`src/rtl/decomp_pkg.sv`:
```
package decomp_pkg;
  typedef struct packed {
    logic clear;
    logic advance;
  } stepCtrl_t;
endpackage

```
`src/rtl/decomp_ctrl.sv`:
```
module decomp_ctrl
  import decomp_pkg::*;
(
  input  logic      cubeStart,
  input  logic      shiftEn,
  output stepCtrl_t ctrl
);
  always_comb begin
    ctrl.clear   = cubeStart;
    ctrl.advance = shiftEn & ~cubeStart;
  end
endmodule

```
`src/rtl/decomp_lfsr.sv`:
```
module decomp_lfsr
  import decomp_pkg::*;
#(
  parameter int          LFSR_W   = 16,
  parameter int          IN_CH    = 4,
  parameter logic [LFSR_W-1:0] TAP_MASK = 16'hB400
) (
  input  logic              clk,
  input  logic              rstN,
  input  stepCtrl_t         ctrl,
  input  logic [IN_CH-1:0]  chanIn,
  output logic [LFSR_W-1:0] state
);
  localparam int SPACING = LFSR_W / IN_CH;

  logic [LFSR_W-1:0] injectVec;
  logic [LFSR_W-1:0] shifted;
  logic              feedback;

  genvar k;
  generate
    for (k = 0; k < LFSR_W; k++) begin : g_inj
      if ((k % SPACING) == 0 && (k / SPACING) < IN_CH) begin : g_on
        assign injectVec[k] = chanIn[k / SPACING];
      end else begin : g_off
        assign injectVec[k] = 1'b0;
      end
    end
  endgenerate

  always_comb begin
    feedback = ^(state & TAP_MASK);
    shifted  = {state[LFSR_W-2:0], feedback};
  end

  always_ff @(posedge clk or negedge rstN) begin
    if (!rstN) begin
      state <= '0;
    end else if (ctrl.clear) begin
      state <= '0;
    end else if (ctrl.advance) begin
      state <= shifted ^ injectVec;
    end
  end
endmodule

```
`src/rtl/decomp_phase.sv`:
```
module decomp_phase #(
  parameter int LFSR_W = 16,
  parameter int OUT_N  = 8,
  parameter int STRIDE = 1,
  parameter int OFF0   = 0,
  parameter int OFF1   = 5,
  parameter int OFF2   = 11
) (
  input  logic [LFSR_W-1:0] state,
  output logic [OUT_N-1:0]  taps
);
  genvar j;
  generate
    for (j = 0; j < OUT_N; j++) begin : g_tap
      localparam int IDX_A = (STRIDE * j + OFF0) % LFSR_W;
      localparam int IDX_B = (STRIDE * j + OFF1) % LFSR_W;
      localparam int IDX_C = (STRIDE * j + OFF2) % LFSR_W;
      assign taps[j] = state[IDX_A] ^ state[IDX_B] ^ state[IDX_C];
    end
  endgenerate
endmodule

```
`src/rtl/lfsr_decomp_stage.sv`:
```
module lfsr_decomp_stage
  import decomp_pkg::*;
#(
  parameter int LFSR_W  = 16,
  parameter int IN_CH   = 4,
  parameter int SCAN_CH = 8,
  parameter int UP_CH   = 2
) (
  input  logic               clk,
  input  logic               rstN,
  input  logic               cubeStart,
  input  logic               shiftEn,
  input  logic [IN_CH-1:0]   chanIn,
  output logic [SCAN_CH-1:0] scanOut,
  output logic [UP_CH-1:0]   upOut
);
  stepCtrl_t         ctrl;
  logic [LFSR_W-1:0] lfsrState;

  decomp_ctrl u_ctrl (
    .cubeStart(cubeStart),
    .shiftEn  (shiftEn),
    .ctrl     (ctrl)
  );

  decomp_lfsr #(.LFSR_W(LFSR_W), .IN_CH(IN_CH)) u_lfsr (
    .clk   (clk),
    .rstN  (rstN),
    .ctrl  (ctrl),
    .chanIn(chanIn),
    .state (lfsrState)
  );

  decomp_phase #(.LFSR_W(LFSR_W), .OUT_N(SCAN_CH), .STRIDE(1),
                 .OFF0(0), .OFF1(5), .OFF2(11)) u_scanNet (
    .state(lfsrState),
    .taps (scanOut)
  );

  decomp_phase #(.LFSR_W(LFSR_W), .OUT_N(UP_CH), .STRIDE(3),
                 .OFF0(1), .OFF1(7), .OFF2(12)) u_upNet (
    .state(lfsrState),
    .taps (upOut)
  );
endmodule

```
`config.mk`:
```
export PLATFORM = sky130hd
export DESIGN_NAME = lfsr_decomp_stage
export DESIGN_NICKNAME = d
export VERILOG_FILES = /design/src/rtl/decomp_pkg.sv /design/src/rtl/decomp_ctrl.sv /design/src/rtl/decomp_lfsr.sv /design/src/rtl/decomp_phase.sv /design/src/rtl/lfsr_decomp_stage.sv
export SDC_FILE = /design/constraint.sdc
export NUM_CORES = 1
export LEC_CHECK = 0
export BUFFER_PORTS_ARGS = -buffer_cell sky130_fd_sc_hd__buf_2
export CAP_MARGIN = 0
export CORE_MARGIN = 2
export CORE_UTILIZATION = 31
export DETAILED_ROUTE_END_ITERATION = 10
export PLACE_DENSITY_LB_ADDON = 0.2
export SLEW_MARGIN = 5
export SYNTH_ARGS = -nofsm -noshare
export SYNTH_HDL_FRONTEND = slang
export SYNTH_SLANG_ARGS = --single-unit
```
`constraint.sdc`:
```
create_clock -name clk -period 1.7 [get_ports clk]
set_clock_uncertainty 0.05 [all_clocks]
set_input_delay 0.34 -clock clk [delete_from_list [all_inputs] [get_ports clk]]
set_output_delay 0.34 -clock clk [all_outputs]
set_load 0.005 [all_outputs]
```
==> results of run 1 <==
[layout make-up]
class	count	area share
clock buffers	3	0.0216
well taps	30	0.0360
flip-flops and latches	16	0.386
repair buffers	20	0.118
multi-input cells	56	0.439
[what timing repair did]
item	4_1_cts	5_1_grt
hold buffers	1	0
pin swaps	0	3
setup endpoints to repair	4	7
resized for setup	2	4
hold endpoints to repair	16	0
[worst paths after layout]
path	from	end	slack, ns	cells after the start
max in group asynchronous	rstN	u_lfsr.state[1]	0.87	2
min in group asynchronous	rstN	u_lfsr.state[6]	0.44	2
max reg2reg	u_lfsr.state[10]	u_lfsr.state[0]	0.31	2
min	cubeStart	u_lfsr.state[13]	0.23	2
min reg2reg	u_lfsr.state[14]	u_lfsr.state[15]	0.53	2
max	u_lfsr.state[1]	scanOut[6]	0.07	3
[power by group through the flow]
stage          Sequential, mW  Combinational [mW]  Clock (mW)
6_report                0.414               0.146       0.198
5_1_grt                 0.417               0.161       0.219
4_1_cts                 0.413               0.146       0.206
3_5_place_dp            0.420               0.142           0
3_3_place_gp            0.419               0.142           0
2_1_floorplan           0.412              0.0920           0
[kinds of logic after synthesis]
logic type | Yosys count
XOR/XNOR | 21
AND/OR/NAND/NOR | 19
flip-flops | 16
multiplexers | 12
buffers and inverters | 5
AO/OA/AOI/OAI | 4
[synthesized netlist by cell type (all sizes together)]
| master | n |
|---|---|
| xnor2 | 20 |
| nor2 | 17 |
| dfrtp | 16 |
| mux2i | 12 |
| a211oi | 3 |
| buf | 3 |
| clkbuf | 2 |
| a221o | 1 |
| nand2b | 1 |
| nor3b | 1 |
| xnor3 | 1 |
[through the flow]
step	cell area, µm²	utilization
floorplan	851	-
global placement	978	0.384
detailed placement	978	0.384
CTS	1030	0.403
global route	1040	0.410
finish	1040	0.410
[worst max-delay path: cells and delay by family, from the launching register on]
kind / cells / cell delay (ns)
xor gates and xnor gates: 2 / 0.36
buffers and inverters: 1 / 0.13
DFF: 1 / 0.47
[routing by layer]
| layer | part of all wire | track usage | up-vias | routed length, µm |
|---|---|---|---|---|
| met5 | 0 | 0 | - | 0 |
| met4 | 0.017 | 0.0680 | 0 | 28 |
| met2 | 0.46 | 0.182 | 13 | 763 |
| li1 | - | - | 289 | - |
| met3 | 0.052 | 0.0415 | 4 | 85 |
| met1 | 0.47 | 0.146 | 281 | 773 |
==> results.toml, run 1 <==
[clock_tree]
post_cts_buffers = 0
cts.htree.levels = 1
clk_pin_slew_ns = 0.09
cts_tree = "done"
clk_latency_ns = 0.28
numCtsBuffers = 3
clk_path_buf_depth = 2
root_buffer = "clkbuf_4"
cts_sinks = 16

[placed_design]
post-place-ws_ns = 0.293
dp_hpwl_mm = 1.23
port_buffers = 17
gp_congestion = 0.670
place_inst = 121

[detailed_routing]
dr_total_vias = 587
viasPerCell = 4.70
drc = 0
firstDrtPassIters = 3
first_iter_violations = 3
drt-total-wl_mm = 1.65
antenna_left = 0
wl_per_cell_um = 13.2

[final_layout]
insertedDiodeCount = 0
seq_area_um2 = 403
largest_reg_flops = 16
nFillCells = 264
fin_cells = 125
top_register = "u_lfsr.state"
final_cell_mix = "17 x nor2_1, 17 x buf_2, 16 x xnor2_1"
area_delta_synth_final_pct = 22.6
drive_gt1_frac = 0.295
top_regs = "u_lfsr.state (16)"
fin_nets = 105
multi_input_area_um2 = 458

[die]
num_io_pins = 18
row_count = 18
chipHeight_um = 56.4
die_w_um = 56.4
fp.coreArea_mm2 = 0.00254
start_util = 0.334
die_area_mm2 = 0.00318

[sta]
max_slew.worst_pin.slew_ns = 0.367
hold_viol = 0
rsz0062_at_grt = "true"
fin_crit_ns = 1.63
setup_viol = 0
clock.fmax_mhz = 613
tns_ns = 0
fin_crit_sh = 0.960
drv_slew = 0
setup_ws_ns = 0.0682
fin_hold_ws_ns = 0.234
max-slew-margin-rel = 0.756

[yosys]
ys_seq_area_frac = 0.471
synthDominantCellAreaShare = 0.471
synthTopCellsByArea = "dfrtp_1 47%, xnor2_1 21%, mux2i_1 14%"
synth_warnings = 0
synth_top_cell_by_area = "dfrtp_1"
synth_adder_area_share = 0
synth_compound_area_frac = 0.0382
yosys.area_share.simple = 0.0912
postSynthCellCount = 77
yosysUniqueCellTypes = 11
syn_avg_cell_area_um2 = 11.0
synthXorXnorAreaFrac = 0.232
syn-cell-area_um2 = 851
synthesis.nets = 85
synthMuxAreaShare = 0.141
ys_ff_latch = 16
synth_top_family_by_area = "XOR/XNOR gates"

[run_status]
status = "complete, no violations"

[worst_setup_path]
critical_path_class = "reg2out"
crit_chain = "xnor2_2, xnor2_1, buf_2"
cp_slowest_stage_delay_ns = 0.47
required_ns = 1.31
worstSetupStartpointType = "flip-flop"
arrival_ns = 1.24
cp_slowest_cell = "dfrtp_2"
worstPathMaxFanout = 4
cp-end-kind = "primary output"

[power_and_ir_drop]
netSwitchingPower_mw = 0.201
max-vdd-ir-drop_v = 0.000382
internal_power_mw = 0.558
switching_share = 0.265
powerDensity_mw_per_mm2 = 727
p_comb_frac = 0.193
clockPowerShare = 0.261
finalPower_mw = 0.759
p_seq_frac = 0.546
leakage_nw = 0.487

[global_route]
antenna_found_initial = 0
grt_overflow = 0
grt_util_all_layers = 0.119
grt_start_max_net_pins = 17
grt_pass1_vias = 643
grt_pass1_wl_mm = 2.86

[hold_path]
hold_path.class = "in2reg"

[flow_run]
maxCapViolations = 0
Note: power is estimated with default switching activity, not from simulation.
==> run 2: changes to the inputs <==
--- a/config.mk
+++ b/config.mk
@@ -14,4 +14,5 @@
 export SLEW_MARGIN = 5
 export SYNTH_ARGS = -nofsm -noshare
 export SYNTH_HDL_FRONTEND = slang
+export SYNTH_HIERARCHICAL = 1
 export SYNTH_SLANG_ARGS = --single-unit
==> results.toml, run 2 <==
[yosys]
postSynthCellCount = 72
synth_common_cells = "17 x nor2_1, 16 x dfrtp_1, 12 x mux2i_1, 10 x xor3_1, 4 x xnor2_1"
syn-cell-area_um2 = 970
synth_top_cell_by_area = "dfrtp_1"
ys_seq_area_frac = 0.413
synth_warnings = 6
synthDominantCellAreaShare = 0.413
synth.most_common_cell = "nor2_1"
ys_ff_latch = 16
ys.flop_type = "dfrtp_1"
synthesis.nets = 80
synthTopCellsByArea = "dfrtp_1 41%, xor3_1 25%, mux2i_1 12%"
synth_edf_count = 0
yosysUniqueCellTypes = 13
async_flop_share = 1.00
syn_avg_cell_area_um2 = 13.5

[final_layout]
post-route-util = 0.395
area_delta_synth_final_pct = 22.3
insertedDiodeCount = 0
multi_input_area_um2 = 539
largest_reg_flops = 16
seq_area_um2 = 407
top_register = "u_lfsr/state"
top_regs = "u_lfsr/state (16)"
fin_cells = 131
final_cell_mix = "17 x buf_2, 17 x nor2_1, 12 x mux2i_1"
nFillCells = 302
drive_gt1_frac = 0.367
fin_nets = 107

[hold_path]
hold_path.class = "in2reg"
holdPathStages = 2
min_from = "cubeStart"

[sta]
max_slew.worst_pin.slew_ns = 0.382
fin_crit_sh = 0.961
clock.fmax_mhz = 612
tns_ns = 0
max-slew-margin-rel = 0.745
drv_slew = 0
fin_crit_ns = 1.63
setup_ws_ns = 0.0668
hold_viol = 0
setup_viol = 0
rsz0062_at_grt = "false"

[clock_tree]
clk_pin_slew_ns = 0.09
cts_tree = "done"
numCtsBuffers = 3
cts_sinks = 16
clk_latency_ns = 0.28
clk_path_buf_depth = 2
cts.htree.levels = 1
root_buffer = "clkbuf_4"

[power_and_ir_drop]
p_seq_frac = 0.512
internal_power_mw = 0.600
finalPower_mw = 0.786
clockPowerShare = 0.322
max-vdd-ir-drop_v = 0.000337
leakage_nw = 0.581
netSwitchingPower_mw = 0.187
p_comb_frac = 0.165
switching_share = 0.238
powerDensity_mw_per_mm2 = 663

[detailed_routing]
first_iter_violations = 11
dr_total_vias = 604
firstDrtPassIters = 4
drc = 0
viasPerCell = 4.61
drt-total-wl_mm = 1.76
wl_per_cell_um = 13.4
antenna_left = 0

[worst_setup_path]
worstPathMaxFanout = 6
critical_path_class = "reg2out"
crit_chain = "xor3_1, buf_2"
cp-end-kind = "primary output"
crit_path_end = "scanOut[7]"
arrival_ns = 1.24
required_ns = 1.31
cp_slowest_stage_delay_ns = 0.42
r2r_slack_ns = 0.24
startpoint = "u_lfsr/state[12]"
cp_slowest_cell = "dfrtp_2"
r2r_cells = 4
r2r-end = "u_lfsr/state[0]"
worstSetupStartpointType = "flip-flop"
timing.rr.start = "u_lfsr/state[12]"

[global_route]
grt_util_met1 = 0.151
antenna_found_initial = 0
grt_util_all_layers = 0.106
grt_overflow = 0
grt_util_met3 = 0.0195
grt_pass1_wl_mm = 2.77
grt_start_max_net_pins = 17
grtUsageMet2 = 0.158
grt_pass1_vias = 556
top_usage_layer = "met2"

[die]
row_count = 20
die_area_mm2 = 0.00359
num_io_pins = 18
chipHeight_um = 59.9
die_w_um = 59.9
fp.coreArea_mm2 = 0.00300
start_util = 0.323

[run_status]
status = "complete, no violations"

[placed_design]
place_inst = 120
post-place-ws_ns = 0.276
port_buffers = 17
gp_congestion = 0.670

[flow_run]
maxCapViolations = 0
==> run 2: area by class of cell <==
class | count | area share
Tap cell | 33 | 0.0348
Timing Repair Buffer | 27 | 0.137
Multi-Input combinational cell | 51 | 0.455
Clock buffer | 4 | 0.0306
Sequential cell | 16 | 0.343
==> run 2: how the worst min path moves through the flow <==
stage / to / slack (ns)
3_5_place_dp: u_lfsr/state[5] / 0.23
3_3_place_gp: u_lfsr/state[10] / 0.23
2_1_floorplan: u_lfsr/state[0] / -0.006
4_1_cts: u_lfsr/state[12] / 0.27
5_1_grt: u_lfsr/state[12] / 0.28
6_report: u_lfsr/state[12] / 0.28
==> run 2: cell families after synthesis <==
group / Yosys count / share of synthesized area
buf+inv: 5 / 0.0310
xor+xnor: 15 / 0.305
compound gates: 4 / 0.0335
simple gates: 20 / 0.0942
mux: 12 / 0.124
flops: 16 / 0.413
==> run 2: per-layer routing <==
metal	share of wire	wire length, µm	vias up
met5	0	0	-
met4	0.0080	14	0
met3	0.050	88	2
met2	0.45	792	16
met1	0.49	864	285
li1	-	-	301
==> run 2: metrics by stage <==
stage	instance area [µm²]	hold slack [ns]
floorplan	970	-0.00559
global placement	1090	0.230
detailed placement	1090	0.231
CTS	1150	0.269
global route	1190	0.276
finish	1190	0.283
==> run 2: critical path: cells and delay by family, from the launching register on <==
kind	cells	cell delay (ns)
XOR/XNOR	1	0.40
buffers and inverters	1	0.13
flip-flops	1	0.42
==> run 2: power by group through the flow <==
stage	Sequential [mW]	Clock (mW)	Combinational, mW
floorplan	0.407	0	0.0822
global placement	0.411	0	0.121
detailed placement	0.411	0	0.121
CTS	0.404	0.261	0.124
global route	0.405	0.280	0.141
finish	0.403	0.254	0.130
==> run 2: repair_timing <==
item | CTS | global route
buffers inserted | 1 | 5
hold endpoints to repair | 16 | 0
endpoints found under the setup margin | 5 | 6
gates resized for setup | 3 | 2
hold buffers | 1 | 0
